==> config.mk <==
export PLATFORM = sky130hd
export DESIGN_NAME = mcmp_chain
export DESIGN_NICKNAME = d
export VERILOG_FILES = /design/src/rtl/mcmp_pkg.sv /design/src/rtl/mcmp_local.sv /design/src/rtl/mcmp_slice.sv /design/src/rtl/mcmp_chain.sv
export SDC_FILE = /design/constraint.sdc
export NUM_CORES = 1
export LEC_CHECK = 0
export BUFFER_PORTS_ARGS = -buffer_cell sky130_fd_sc_hd__buf_2
export CAP_MARGIN = 25
export CORE_AREA = 2 2 39 41
export DETAILED_ROUTE_END_ITERATION = 12
export DIE_AREA = 0 0 41 43
export PLACE_DENSITY = 0.65
export SETUP_SLACK_MARGIN = 0.15
export SYNTH_ARGS = -nofsm -noshare
export SYNTH_HDL_FRONTEND = slang
export SYNTH_SLANG_ARGS = --single-unit
export TNS_END_PERCENT = 100
==> constraint.sdc <==
create_clock -name vclk -period 1.8
set_input_delay 0 -clock vclk [all_inputs]
set_output_delay 0 -clock vclk [all_outputs]
set_load 0.02 [all_outputs]
==> src/rtl/mcmp_pkg.sv <==
package mcmp_pkg;

  // Relation bundle: bit 2 greater, bit 1 less, bit 0 equal.
  typedef struct packed {
    logic gt;
    logic lt;
    logic eq;
  } rel_t;

  localparam rel_t REL_SAME = 3'b001;

  // Equality of a single bit pair.
  function automatic logic bit_same(input logic x, input logic y);
    return ~(x ^ y);
  endfunction

  // Merge a local verdict with the relation coming from lower-order bits.
  function automatic rel_t fold(input rel_t loc, input rel_t cin);
    rel_t r;
    r.gt = loc.gt | (loc.eq & cin.gt);
    r.lt = loc.lt | (loc.eq & cin.lt);
    r.eq = loc.eq & cin.eq;
    return r;
  endfunction

endpackage

==> src/rtl/mcmp_local.sv <==
module mcmp_local #(
  parameter int W = 4
) (
  input  logic [W-1:0]      a,
  input  logic [W-1:0]      b,
  output mcmp_pkg::rel_t    rel
);
  import mcmp_pkg::*;

  logic [W-1:0] same;
  logic [W:0]   above;   // above[i]: every pair at index >= i matches
  logic [W-1:0] gt_term;
  logic [W-1:0] lt_term;

  assign above[W] = 1'b1;

  for (genvar i = W - 1; i >= 0; i--) begin : g_bit
    assign same[i]    = bit_same(a[i], b[i]);
    assign above[i]   = above[i+1] & same[i];
    assign gt_term[i] = above[i+1] & a[i] & ~b[i];
    assign lt_term[i] = above[i+1] & ~a[i] & b[i];
  end

  always_comb begin
    rel.gt = |gt_term;
    rel.lt = |lt_term;
    rel.eq = above[0];
  end

endmodule

==> src/rtl/mcmp_slice.sv <==
module mcmp_slice #(
  parameter int W = 4
) (
  input  logic [W-1:0]      a,
  input  logic [W-1:0]      b,
  input  mcmp_pkg::rel_t    cin,
  output mcmp_pkg::rel_t    cout
);
  import mcmp_pkg::*;

  rel_t local_rel;

  mcmp_local #(.W(W)) u_local (
    .a  (a),
    .b  (b),
    .rel(local_rel)
  );

  assign cout = fold(local_rel, cin);

endmodule

==> src/rtl/mcmp_chain.sv <==
module mcmp_chain #(
  parameter int SLICE_W  = 4,
  parameter int N_SLICES = 3
) (
  input  logic [SLICE_W*N_SLICES-1:0] a,
  input  logic [SLICE_W*N_SLICES-1:0] b,
  output logic                        gt,
  output logic                        lt,
  output logic                        eq
);
  import mcmp_pkg::*;

  localparam int W = SLICE_W * N_SLICES;

  rel_t link [N_SLICES+1];

  assign link[0] = REL_SAME;

  for (genvar s = 0; s < N_SLICES; s++) begin : g_slice
    mcmp_slice #(.W(SLICE_W)) u_slice (
      .a   (a[s*SLICE_W +: SLICE_W]),
      .b   (b[s*SLICE_W +: SLICE_W]),
      .cin (link[s]),
      .cout(link[s+1])
    );
  end

  assign gt = link[N_SLICES].gt;
  assign lt = link[N_SLICES].lt;
  assign eq = link[N_SLICES].eq;

endmodule

# Word-level counts from Yosys, hierarchy flattened
# Index checks and enable logic that the tools add are counted.
# Widths: inputs -> output; s select.
[word_totals]
regBits = 0
inputBits = 24
out_inout_bits = 3
wordCells = 115
[classes]
bitwise_logic = 109
n_reduce_logical = 6
[ops]
columns = ["cell", "n"]
rows = [
  ["$and 1x1->1", 57],
  ["$not 1->1", 36],
  ["$reduce_or 4->1", 6],
  ["$xor 1x1->1", 12],
  ["$or 1x1->1", 4],
]

# Longest topological paths before layout
[logic_depth]
ltp_word = 11
depth_mapped = 6
mapped_depth_nobuf = 6

# Hierarchy
# A second synthesis with hierarchy kept.
[hier_totals]
cells_unflattened = 68
hier_area_um2 = 491.7
[by_module_without_submodules]
columns = ["mod", "instances", "cells_per_inst", "area_each_um2", "seq_area_each_um2"]
rows = [
  ["mcmp_local", 3, 19, 138.9, 0.0],
  ["mcmp_slice", 3, 3, 22.5, 0.0],
  ["mcmp_chain", 1, 2, 7.5, 0.0],
]

# Worst setup path after synthesis
# Ideal clock, no wire load.
[synth_timing]
path_type = "in2out"
startpoint = "input a[11]"
endpoint = "output gt"
arrival_time_ns = 1.291
required_ns = 1.800
path_slack_ns = 0.509
path_stages = 6
path_buffers = 0
path_cell_list = "inv_1 ha_1 nor4bb_1 a211o_1 a2111oi_0 nor2_1"
[synth_between]
elab_chain_cells = 8
elab_cells_between_ends = 15
classes_between = "14 x bitwise; 1 x reduce/logical"
[synth_lines]
columns = ["element", "line", "text"]
rows = [
  ["start: declaration", "mcmp_chain.sv:5", "input logic [SLICE_W*N_SLICES-1:0] a,"],
  ["$xor 1x1->1", "mcmp_pkg.sv:14", "return ~(x ^ y);"],
  ["$not 1->1", "mcmp_pkg.sv:14", ""],
  ["$and 1x1->1 (2 in series)", "mcmp_local.sv:19", "assign above[i] = above[i+1] & same[i];"],
  ["$and 1x1->1 (2 in series)", "mcmp_local.sv:20", "assign gt_term[i] = above[i+1] & a[i] & ~b[i];"],
  ["$reduce_or 4->1", "mcmp_local.sv:25", "rel.gt = |gt_term;"],
  ["$or 1x1->1 *", "mcmp_pkg.sv:20", "r.gt = loc.gt | (loc.eq & cin.gt);"],
  ["end: declaration", "mcmp_chain.sv:7", "output logic gt,"],
]
# Mark *: on every way between the ends. The rest lies on a longest branch, timed or not.

# Worst setup path in the final report
# Ends and elaborated chain as after synthesis.

==> results summary <==
The number of placement rows came out at 14. The final setup violation count came out at 0. The startpoint type of the worst setup path is an input pin. The run finished with clean final reports.

The count of buffers added on input and output ports is 27. Among the stages of the critical path, the cell type that occurs most often is sky130_fd_sc_hd__buf_2. The hold path endpoint is gt. The slowest stage cell on the critical path is sky130_fd_sc_hd__a2111oi_0. The total overflow left after global routing is 0. The analysis attributes to cell leakage a power of 0.3266 nW.

The launching instance or port of the critical path is a[11]. The relative area change from synthesis to final layout is 34.16%. The top achievable clock speed is ~0.65 GHz. The overall global routing resource usage is 0.1349. The count of non-filler cells in the finished layout came out at between 100 and 150. The weighted congestion at the end of routability-driven global placement is 0.7158. The slew at the pin with the worst max-slew slack came out at 0.3565 ns. The count of endpoints failing hold in the final timing report is 0.

The cell area that synthesis handed to floorplanning was around 450 um^2. The max-slew violation total from the final report was 0. The synthesized area divided by synthesized cell count is 6.679 um^2. The path class of the lowest-slack min-delay path is in -> out. The number of primary I/O pins came out at 27.

Traced cell by cell, the critical path runs through buf_2 > inv_1 > ha_1 > nor4bb_1 > a211o_1 > a2111oi_0 > nor2_1 > buf_2. The via count of the routed design is about 560. The overall power after layout came out at 148.6 uW. The via count of the first global-routing pass was 502. The overall die area is around 1800 um^2.

The total of hold buffers inserted after clock tree synthesis is 0. The overall die height is 43 um. Along the worst hold path, the cell count comes to 4. Counting every net in the synthesized netlist gives 98.

The largest incremental delay on the critical path came out at 0.38 ns. The total negative setup slack came out at 0 ns. The remaining antenna violation count after routing is 0. The critical setup path kind is in -> out.

The initial antenna violation count came out at 0. The via-per-instance ratio came out at 5.063. The share of the Yosys chip area taken by registers is 0. The number of max-cap violations came out at 0. The count of mapped cells out of synthesis is between 60 and 70. The maximum number of pins on one net before global-route repair is 8. The number of DRC violations after detailed routing is 0.

The worst setup path is captured at an output pin. Post-CTS repair changed the size of 0 cells. The required time of the critical path came out at 1.80 ns. The wire-length estimate of the detail-placed layout is 950.4 um. After detailed routing, the average wire length per cell comes to 9.459 um. In this run the most critical hold path is launched from a[8].

The final net count is 127. The share of final-layout standard cells stronger than drive strength 1 came out at 0.3053. The count of routing violations after the opening detailed-route iteration is 7. Sequential cells placed in the final layout were counted as 0.

The number of warning messages in the yosys log came out at 0. For the finished layout, the period the worst path requires is 1.536 ns. The number of placed cells counting well taps came out at about 110. The maximum fanout along the worst path came out at 5. Before CTS, the worst setup slack after placement is around 0.26 ns. The ratio of final minimum period to clock period is 0.8534. The area occupied by registers came out at 0 um^2. The number of distinct library cell variants in the gate-level netlist after synthesis is 21. The power per cell area is ~240 nW/um^2. The area of the placeable core is 1384 um^2.

The initial utilization of the core area, before any placement, comes to 0.3282. The repair_antennas step left the layout with diodes totalling 0. The maximum resistive drop on vdd is 0.07875 mV. The final worst-path setup slack came out at 0.2638 ns. The first-pass GRT wire length is 1.814 mm. The total routed wirelength came out at 1.050 mm. The relative max-transition margin came out at 0.7562. The floorplan step set the die width to around 41 um. Before antenna repair, the detailed router went through 4 iterations. The number of buffers inserted by post-CTS setup repair is 0.

Clock buffers in the final layout number 0. Setup repair after global routing left no endpoint under its margin. At the worst endpoint, the arrival time is ~1.5 ns.

The final core area utilization is 0.4403.
[cell usage after synthesis]
cell type | number | area, um^2
sky130_fd_sc_hd__nor2_1 | 3 | 11.26
sky130_fd_sc_hd__nor2b_2 | 1 | 8.760
sky130_fd_sc_hd__nor2b_1 | 4 | 25.02
sky130_fd_sc_hd__nor4bb_1 | 2 | 20.02
sky130_fd_sc_hd__nor3_1 | 2 | 10.01
sky130_fd_sc_hd__nand3_1 | 1 | 5.000
sky130_fd_sc_hd__a211o_1 | 2 | 17.52
sky130_fd_sc_hd__ha_1 | 6 | 75.07
sky130_fd_sc_hd__a2111oi_2 | 1 | 15.01
sky130_fd_sc_hd__a21oi_1 | 3 | 15.01
sky130_fd_sc_hd__o221ai_1 | 2 | 17.52
sky130_fd_sc_hd__o21ai_0 | 2 | 10.01
sky130_fd_sc_hd__a31oi_1 | 6 | 37.54
sky130_fd_sc_hd__and2b_1 | 1 | 7.510
sky130_fd_sc_hd__nand4_1 | 4 | 25.02
sky130_fd_sc_hd__xnor2_1 | 6 | 52.55
sky130_fd_sc_hd__a21boi_0 | 1 | 7.510
sky130_fd_sc_hd__inv_1 | 15 | 56.30
sky130_fd_sc_hd__nand2_1 | 3 | 11.26
sky130_fd_sc_hd__a2111oi_0 | 1 | 8.760
sky130_fd_sc_hd__o2111ai_1 | 2 | 17.52
[per-layer routing]
metal / up-vias / part of all wire / GRT usage
met4: 0 / 0 / 0
li1: 306 / - / -
met2: 15 / 0.50 / 0.2656
met1: 241 / 0.45 / 0.1582
met5: - / 0 / 0
met3: 0 / 0.050 / 0
[kinds of logic after synthesis]
| logic type | share of synthesized area |
|---|---|
| compound gates | 0.3223 |
| xor+xnor | 0.1157 |
| fa+ha+maj | 0.1653 |
| buf+inv | 0.1240 |
| simple gates | 0.2727 |
[power by group]
part	switching (mW)	internal, mW	leakage, nW
Clock	0	0	0
Sequential	0	0	0
Combinational	0.0799	0.0688	0.327
Total	0.0799	0.0688	0.327
[placed cells by master, fill, tap and decap left out, types with 3 or more instances in the layout]
| cell | synthesis | routed |
|---|---|---|
| sky130_fd_sc_hd__a21oi_1 | 3 | 3 |
| sky130_fd_sc_hd__a31oi_1 | 6 | 6 |
| sky130_fd_sc_hd__buf_2 | 0 | 27 |
| sky130_fd_sc_hd__ha_1 | 6 | 6 |
| sky130_fd_sc_hd__inv_1 | 15 | 15 |
| sky130_fd_sc_hd__nand2_1 | 3 | 3 |
| sky130_fd_sc_hd__nand4_1 | 4 | 4 |
| sky130_fd_sc_hd__nor2_1 | 3 | 3 |
| sky130_fd_sc_hd__nor2b_1 | 4 | 4 |
| sky130_fd_sc_hd__xnor2_1 | 6 | 6 |
[through the flow]
step,hold slack [ns],area [um^2]
after floorplan,0.2154,454.2
final,0.4367,609.3
after detailed placement,0.4378,609.3
after global placement,0.4346,609.3
after CTS,0.4404,609.3
after global routing,0.4794,609.3
[area by class of cell]
cell class,count,area (um^2)
multi-input cells,53,397.9
inverters,15,56.30
repair buffers,27,135.1
fillers,146,774.5
well taps,16,20.02
[critical path: cells and delay by family]
family                     cells  cell delay, ns
AOI/OAI and AO/OA              2            0.66
adders and majority gates      1            0.34
buffers and inverters          3            0.30
and+or+nand+nor                2            0.24
[how the worst max path moves through the flow]
stage                     endpoint
final                           gt
after global routing            gt
after CTS                       gt
after detailed placement        gt
after global placement          gt
after floorplan                 gt
(Power assumes the default switching activity.)
